===== config.mk =====
export PLATFORM = sky130hd
export DESIGN_NAME = a429_word_tx
export DESIGN_NICKNAME = d
export VERILOG_FILES = /design/src/rtl/a429_tx_pkg.sv /design/src/rtl/a429_rst_sync.sv /design/src/rtl/a429_label_order.sv /design/src/rtl/a429_parity_gen.sv /design/src/rtl/a429_bit_shifter.sv /design/src/rtl/a429_word_tx.sv
export SDC_FILE = /design/constraint.sdc
export NUM_CORES = 1
export LEC_CHECK = 0
export ABC_AREA = 1
export CAP_MARGIN = 20
export CORE_ASPECT_RATIO = 1.25
export CORE_UTILIZATION = 45
export CTS_BUF_LIST = sky130_fd_sc_hd__clkbuf_2
export DETAILED_ROUTE_END_ITERATION = 10
export HOLD_SLACK_MARGIN = 0.15
export MAX_ROUTING_LAYER = met4
export PLACE_DENSITY = 0.82
export SYNTH_ARGS = -nofsm -noshare
export SYNTH_HDL_FRONTEND = slang
export SYNTH_SLANG_ARGS = --single-unit

===== constraint.sdc =====
create_clock -name clk -period 1.31 [get_ports clk]
set_input_delay 0.262 -clock clk [delete_from_list [all_inputs] [get_ports clk]]
set_output_delay 0.262 -clock clk [all_outputs]
set_load 0.01 [all_outputs]

===== src/rtl/a429_tx_pkg.sv =====
package a429_tx_pkg;
  localparam int unsigned WORD_BITS  = 32;
  localparam int unsigned LABEL_BITS = 8;

  typedef enum logic [0:0] {
    TX_IDLE = 1'b0,
    TX_SEND = 1'b1
  } tx_state_e;
endpackage


===== src/rtl/a429_rst_sync.sv =====
module a429_rst_sync #(
  parameter int unsigned STAGES = 2
) (
  input  logic clk,
  input  logic rst_n,
  output logic rst_core_n
);
  logic [STAGES-1:0] sync_q;

  always_ff @(posedge clk or negedge rst_n) begin
    if (!rst_n) sync_q <= '0;
    else        sync_q <= {sync_q[STAGES-2:0], 1'b1};
  end

  assign rst_core_n = sync_q[STAGES-1];
endmodule


===== src/rtl/a429_label_order.sv =====
module a429_label_order #(
  parameter int unsigned LABEL_W = 8
) (
  input  logic [LABEL_W-1:0] label_i,
  input  logic               flip_i,
  output logic [LABEL_W-1:0] tx_label_o   // [0] is sent first
);
  logic [LABEL_W-1:0] msb_first;

  // Default order: the label MSB is the first bit on the wire.
  for (genvar gi = 0; gi < LABEL_W; gi++) begin : g_rev
    assign msb_first[gi] = label_i[LABEL_W-1-gi];
  end

  assign tx_label_o = flip_i ? label_i : msb_first;
endmodule


===== src/rtl/a429_parity_gen.sv =====
module a429_parity_gen #(
  parameter int unsigned BODY_W = 31
) (
  input  logic [BODY_W-1:0] body_i,
  output logic              par_o
);
  // Odd parity: body plus parity bit holds an odd count of ones.
  assign par_o = ~(^body_i);
endmodule


===== src/rtl/a429_bit_shifter.sv =====
module a429_bit_shifter
  import a429_tx_pkg::*;
#(
  parameter int unsigned WORD_W = 32
) (
  input  logic              clk,
  input  logic              rst_n,
  input  logic              load_i,
  input  logic [WORD_W-1:0] frame_i,   // [0] is sent first
  input  logic              tick_i,
  output logic              ser_o,
  output logic              bit_vld_o,
  output logic              done_o,
  output logic              busy_o
);
  localparam int unsigned CNT_W = $clog2(WORD_W + 1);
  localparam logic [CNT_W-1:0] LAST_CNT = CNT_W'(WORD_W);

  tx_state_e         state_q, state_d;
  logic [WORD_W-1:0] sh_q, sh_d;
  logic [CNT_W-1:0]  cnt_q, cnt_d;
  logic              ser_q, ser_d;
  logic              vld_q, vld_d;
  logic              done_q, done_d;

  always_comb begin
    state_d = state_q;
    sh_d    = sh_q;
    cnt_d   = cnt_q;
    ser_d   = ser_q;
    vld_d   = 1'b0;
    done_d  = 1'b0;
    unique case (state_q)
      TX_IDLE: begin
        ser_d = 1'b0;
        if (load_i) begin
          state_d = TX_SEND;
          sh_d    = frame_i;
          cnt_d   = '0;
        end
      end
      TX_SEND: begin
        if (tick_i) begin
          if (cnt_q == LAST_CNT) begin
            state_d = TX_IDLE;
            ser_d   = 1'b0;
            done_d  = 1'b1;
            cnt_d   = '0;
          end else begin
            ser_d = sh_q[0];
            sh_d  = {1'b0, sh_q[WORD_W-1:1]};
            cnt_d = cnt_q + 1'b1;
            vld_d = 1'b1;
          end
        end
      end
      default: state_d = TX_IDLE;
    endcase
  end

  always_ff @(posedge clk or negedge rst_n) begin
    if (!rst_n) begin
      state_q <= TX_IDLE;
      sh_q    <= '0;
      cnt_q   <= '0;
      ser_q   <= 1'b0;
      vld_q   <= 1'b0;
      done_q  <= 1'b0;
    end else begin
      state_q <= state_d;
      sh_q    <= sh_d;
      cnt_q   <= cnt_d;
      ser_q   <= ser_d;
      vld_q   <= vld_d;
      done_q  <= done_d;
    end
  end

  assign ser_o     = ser_q;
  assign bit_vld_o = vld_q;
  assign done_o    = done_q;
  assign busy_o    = (state_q == TX_SEND);
endmodule


===== src/rtl/a429_word_tx.sv =====
module a429_word_tx
  import a429_tx_pkg::*;
#(
  parameter int unsigned WORD_W  = WORD_BITS,
  parameter int unsigned LABEL_W = LABEL_BITS
) (
  input  logic              clk,
  input  logic              rst_n,
  input  logic              load_i,
  input  logic [WORD_W-1:0] word_i,
  input  logic              flip_i,
  input  logic              bit_tick_i,
  output logic              ser_o,
  output logic              bit_vld_o,
  output logic              done_o,
  output logic              busy_o
);
  localparam int unsigned BODY_W = WORD_W - 1;

  logic               rst_core_n;
  logic [LABEL_W-1:0] tx_label;
  logic [BODY_W-1:0]  body;
  logic               par;
  logic [WORD_W-1:0]  frame;

  a429_rst_sync #(.STAGES(2)) u_rst (
    .clk        (clk),
    .rst_n      (rst_n),
    .rst_core_n (rst_core_n)
  );

  a429_label_order #(.LABEL_W(LABEL_W)) u_label (
    .label_i    (word_i[LABEL_W-1:0]),
    .flip_i     (flip_i),
    .tx_label_o (tx_label)
  );

  // Data bits keep their index order; host parity bit is dropped.
  assign body = {word_i[WORD_W-2:LABEL_W], tx_label};

  a429_parity_gen #(.BODY_W(BODY_W)) u_par (
    .body_i (body),
    .par_o  (par)
  );

  assign frame = {par, body};

  a429_bit_shifter #(.WORD_W(WORD_W)) u_shift (
    .clk       (clk),
    .rst_n     (rst_core_n),
    .load_i    (load_i),
    .frame_i   (frame),
    .tick_i    (bit_tick_i),
    .ser_o     (ser_o),
    .bit_vld_o (bit_vld_o),
    .done_o    (done_o),
    .busy_o    (busy_o)
  );
endmodule


== After elaboration in Yosys (flattened, before gate mapping) ==
Cells that the tools add are included.

* Output and inout bits: 4
* Input port bits: 37
* Logic and storage cells: 38
* Flip-flop bits (word level): 44

* $add $sub $neg: 1
* Reduce and logical (&&, ||, !) cells: 3
* Mux-type cells: 21
* Bitwise operators: 2
* Equal/unequal tests: 4

{| class="wikitable"
|+ Operators with widths
! cell !! count
|-
| two-way mux 32 bit || 3
|-
| case mux 32 bit (2 select lines) || 1
|-
| XOR reduction 31 bit || 1
|-
| two-way mux 6 bit || 3
|-
| case mux 6 bit (2 select lines) || 1
|-
| two-way mux 1 bit || 10
|-
| two-way mux 8 bit || 1
|-
| adder 6 x 1 -> 6 bit (second input constant) || 1
|-
| == test 6 bit (second input constant) || 1
|-
| != test 2 bit (second input constant) || 3
|-
| case mux 1 bit (2 select lines) || 2
|-
| AND reduction 3 bit || 1
|-
| NOT 1 bit || 2
|-
| AND reduction 2 bit || 1
|}

== Logic depth before layout (Yosys ltp) ==
* Depth in word-level cells: 5
* Depth in mapped cells: 15
* Mapped depth without buffers: 15

== Modules after synthesis ==
A second synthesis with hierarchy kept.

* Cells, all modules: 536
* Area, all modules: 3135.5 µm²

{| class="wikitable"
|+ By module, submodules not included
! module !! times used !! cells each !! area an instance (µm²) !! seq. area each (µm²)
|-
| a429_bit_shifter || 1 || 300 || 2177.1 || 1051.0
|-
| a429_parity_gen || 1 || 207 || 799.5 || 0.0
|-
| a429_label_order || 1 || 26 || 105.1 || 0.0
|-
| a429_rst_sync || 1 || 3 || 53.8 || 50.0
|}

== Worst setup path after synthesis ==
Ideal clock, no wire load.

* Kind: reg2reg
* From: reg u_shift.cnt_q[0]
* To: reg u_shift.sh_q[10]
* Arrival: 1408 ps
* Cell stages (with the launch flop): 11
* Path buffers: 1
* Period minus slack after synthesis: 1535 ps
* Data required time: 1184 ps
* Setup time: 126 ps
* Slack: -225 ps
* Cell sequence: dfrtp_1 > inv_1 > ha_1 > nand2_1 > nor4_4 > nor2_4 > nor2_4 > inv_2 > buf_4 > nor2_1 > a31oi_1

* Word-level cells in the longest chain between the ends: 3

{| class="wikitable"
|+ RTL lines
! what !! RTL line !! source
|-
| from (decl) || a429_bit_shifter.sv:21 || <nowiki>logic [CNT_W-1:0] cnt_q, cnt_d;</nowiki>
|-
| from (signal assigned) || a429_bit_shifter.sv:72 || <nowiki>cnt_q <= cnt_d;</nowiki>
|-
| == test 6 bit || a429_bit_shifter.sv:44 || <nowiki>if (cnt_q == LAST_CNT) begin</nowiki>
|-
| != test 2 bit (no source line) || n/a ||
|-
| AND reduction 3 bit (no source line) || n/a ||
|-
| to (signal assigned) || a429_bit_shifter.sv:64 || <nowiki>sh_q <= '0;</nowiki>
|-
| to (signal assigned) || a429_bit_shifter.sv:71 || <nowiki>sh_q <= sh_d;</nowiki>
|-
| to (decl) || a429_bit_shifter.sv:20 || <nowiki>logic [WORD_W-1:0] sh_q, sh_d;</nowiki>
|}

No other way between the ends.
A chain may end at the register's enable or synchronous reset.

== Worst setup path after layout ==
* From: reg u_shift.cnt_q[0]
* To: reg u_shift.sh_q[0]

Same word-level chain as after synthesis.

==> impl_metrics.env <==
export IMPL_drt_iter0_drc=126
export IMPL_clock_path_buffers=2
export IMPL_r2r_cells=10
export IMPL_finalWirelength_mm=6.010
export IMPL_fin_crit_ns=1.606
export IMPL_syn_cell_area_um2=2720
export IMPL_failed_checks="negative setup slack"
export IMPL_io_pin_count=41
export IMPL_synth_seq_cells=44
export IMPL_wl_per_cell_um=11.28
export IMPL_die_h_um=88.93
export IMPL_finalCritPeriodShare_pct=122.6
export IMPL_ys_flop_type="dfrtp_1"
export IMPL_die_area_um2=6362
export IMPL_via_per_inst=4.985
export IMPL_p_per_area_nw_per_um2=1369
export IMPL_synth_nets=429
export IMPL_startpoint_type="register"
export IMPL_start_util_pct=46.75
export IMPL_intPower_mw=3.059
export IMPL_max_freq_mhz=622.7
export IMPL_core_um2=5818
export IMPL_grt_pass1_wl_mm=10.14
export IMPL_r2r_slack_ns=-0.30
export IMPL_cts_sinks=44
export IMPL_power_frac_comb_pct=44.1
export IMPL_r2r_start="u_shift.cnt_q[0]"
export IMPL_remaining_drc_errors=0
export IMPL_synth_most_common_cell="nand2_1"
export IMPL_pwr_share_seq_pct=44.6
export IMPL_grt_pass1_vias=2500
export IMPL_crit_arrival_ns=1.90
export IMPL_ys_top_cells_by_count="nand2_1 (179), dfrtp_1 (44), nor2_1 (36)"
export IMPL_finalWeightedCongestion=0.8413
export IMPL_async_flop_share_pct=100.0
export IMPL_final_util_pct=62.02
export IMPL_clock_root_buffer="clkbuf_2"
export IMPL_synth_avg_cell_area_um2=6.975
export IMPL_required_ns=1.60
export IMPL_grt_overflow=0
export IMPL_clkPwrFrac_pct=11.2
export IMPL_cp_max_fo=4
export IMPL_layout_nets=505
export IMPL_vdd_drop_max_v=0.0004696
export IMPL_p_sw_mw=1.882
export IMPL_num_rows=31
export IMPL_p_sw_share_pct=38.09
export IMPL_port_buffers=39
export IMPL_hp_class="register to async pin"
export IMPL_die_x_um=71.54
export IMPL_path_class="register to register"
export IMPL_cts_buffers=5
export IMPL_worst_setup_path_end_kind="register"
export IMPL_rsz0062_at_grt="yes"
export IMPL_synthCells=390
export IMPL_final_antenna_net_count=0
export IMPL_grt_usage_pct=20.50
export IMPL_synth_area_leaders="dfrtp_1 (40%), nand2_1 (25%), a31oi_1 (6.9%)"
export IMPL_r2r_end="u_shift.sh_q[0]"
export IMPL_clkTransAtPathRegs_ns=0.23
export IMPL_drive_gt1_share_pct=20.99
export IMPL_synth_edf_count=0
export IMPL_synth_top_cell_by_area="dfrtp_1"
export IMPL_cts_tree="built"
export IMPL_p_leak_nw=1.792
export IMPL_maxSlewViolCount=0
export IMPL_finalHoldViolCount=0
export IMPL_place_hpwl_mm=4.380
export IMPL_synth_cell_types=23
export IMPL_design_area_um2=3608
export IMPL_finClkSkew_ns=0.02883
export IMPL_ys_seq_area_share_pct=40.48
export IMPL_antenna_found_initial=0
export IMPL_setup_ws_ns=-0.2958
export IMPL_yosysWarnings=0
export IMPL_clk_latency_ns=0.41
export IMPL_diodes=0
export IMPL_via_count=2657
export IMPL_drv_cap=0
export IMPL_place_area_um2=3428
export IMPL_netlist_area_leader_share_pct=40.48
export IMPL_outcome="finished with violations"
export IMPL_first_pass_iters=4
export IMPL_final_setup_viol_count=40
export IMPL_area_delta_synth_final_pct=32.66
export IMPL_htreeDepth=2
export IMPL_grt_max_degree=35
==> worst max path at each step <==
stage / startpoint / endpoint / slack, ns / cells past startpoint
6_report: u_shift.cnt_q[0] / u_shift.sh_q[0] / -0.30 / 10
3_5_place_dp: flip_i / u_shift.sh_q[31] / -0.62 / 15
3_3_place_gp: flip_i / u_shift.sh_q[31] / -0.57 / 15
4_1_cts: u_shift.cnt_q[0] / u_shift.sh_q[20] / -0.30 / 10
2_1_floorplan: u_shift.cnt_q[0] / u_shift.sh_q[0] / -0.20 / 10
5_1_grt: u_shift.cnt_q[0] / u_shift.sh_q[0] / -0.40 / 10
==> through the flow <==
stage	total power [mW]	TNS [ns]	worst slack [ns]	hold WS (ns)	cells
finish	4.940	-8.648	-0.2958	0.2432	533
global route	5.354	-12.62	-0.3981	0.2761	533
CTS	4.788	-9.284	-0.2982	0.2585	532
detailed placement	4.198	-10.44	-0.6224	0.2446	520
global placement	4.087	-9.847	-0.5658	0.2378	520
floorplan	3.460	-5.338	-0.2023	-0.03359	390
==> critical path: stages, from the launching register on <==
cell and delay [ns]:
dfrtp_1 0.44, inv_2 0.08, ha_4 0.13, nand2_2 0.06, nor4_4 0.21, nor2_4 0.07, nor2_4 0.11, inv_4 0.07
buf_4 0.15, o211ai_1 0.08, o21ai_1 0.09
==> cell usage in the layout, fill, tap and decap left out <==
master	count
nand2_1	178
dfrtp_1	42
buf_4	39
clkdlybuf4s50_1	34
a31oi_1	28
inv_1	24
nor2_2	21
nor2_1	13
nand3_1	13
xnor2_1	11
xor2_1	8
clkbuf_2	8
o21ai_1	7
inv_2	6
nor2_4	4
o21ai_0	3
buf_6	3
nand2_2	2
inv_4	2
o22ai_1	2
a31oi_2	2
buf_12	2
dfrtp_2	2
nor4_4	1
o211ai_1	1
nand4_1	1
o21ai_2	1
ha_4	1
ha_1	1
clkinv_2	1
clkinvlp_4	1
clkbuf_16	1
dlygate4sd3_1	1
dlymetal6s2s_1	1
buf_2	1
conb_1	1
==> cell type report <==
cell class	count	area, µm²
clock buffers	6	30.03
clock inverters	2	12.51
fillers	516	2210
inverters	32	125.1
multi-input cells	299	1485
flip-flops and latches	44	1104
well taps	66	82.58
repair buffers	84	769.5
==> flip-flops by register name, summed over array words and instances (netlist names) <==
signal             flops
u_shift.sh_q          32
u_shift.cnt_q          6
u_rst.sync_q           2
u_shift.bit_vld_o      1
u_shift.busy_o         1
u_shift.done_o         1
u_shift.ser_o          1
==> cells by family after synthesis <==
family	Yosys count	share of synthesized area [%]
compound gates	44	9.797
xor+xnor	19	6.118
fa+ha+maj	2	0.9198
buf+inv	47	8.417
flops	44	40.48
other cells	1	0.1379
simple gates	233	34.13
==> routing by layer <==
| metal | vias up | global-route usage, % | wire length [µm] |
|---|---|---|---|
| met3 | 5 | 2.931 | 208 |
| met1 | 1226 | 23.29 | 2502 |
| met2 | 49 | 37.58 | 3217 |
| li1 | 1377 | - | - |
| met4 | 0 | 6.239 | 82 |
| met5 | - | - | 0 |
==> power groups by stage <==
| stage | clock network [mW] | registers [mW] | logic, mW |
|---|---|---|---|
| floorplan | 0 | 2.15 | 1.31 |
| CTS | 0.579 | 2.15 | 2.06 |
| detailed placement | 0 | 2.18 | 2.02 |
| finish | 0.555 | 2.21 | 2.18 |
| global route | 0.648 | 2.27 | 2.44 |
| global placement | 0 | 2.14 | 1.94 |
==> what timing repair did <==
action / CTS / global route
gates resized for setup: 21 / 29
gates cloned: 0 / 1
pin swaps: 2 / 2
endpoints found under the hold margin: 2 / 0
setup buffers: 3 / 1
setup endpoints to repair: 43 / 46
hold buffers: 1 / 0
No activity file was read; power rests on OpenSTA's default activity.
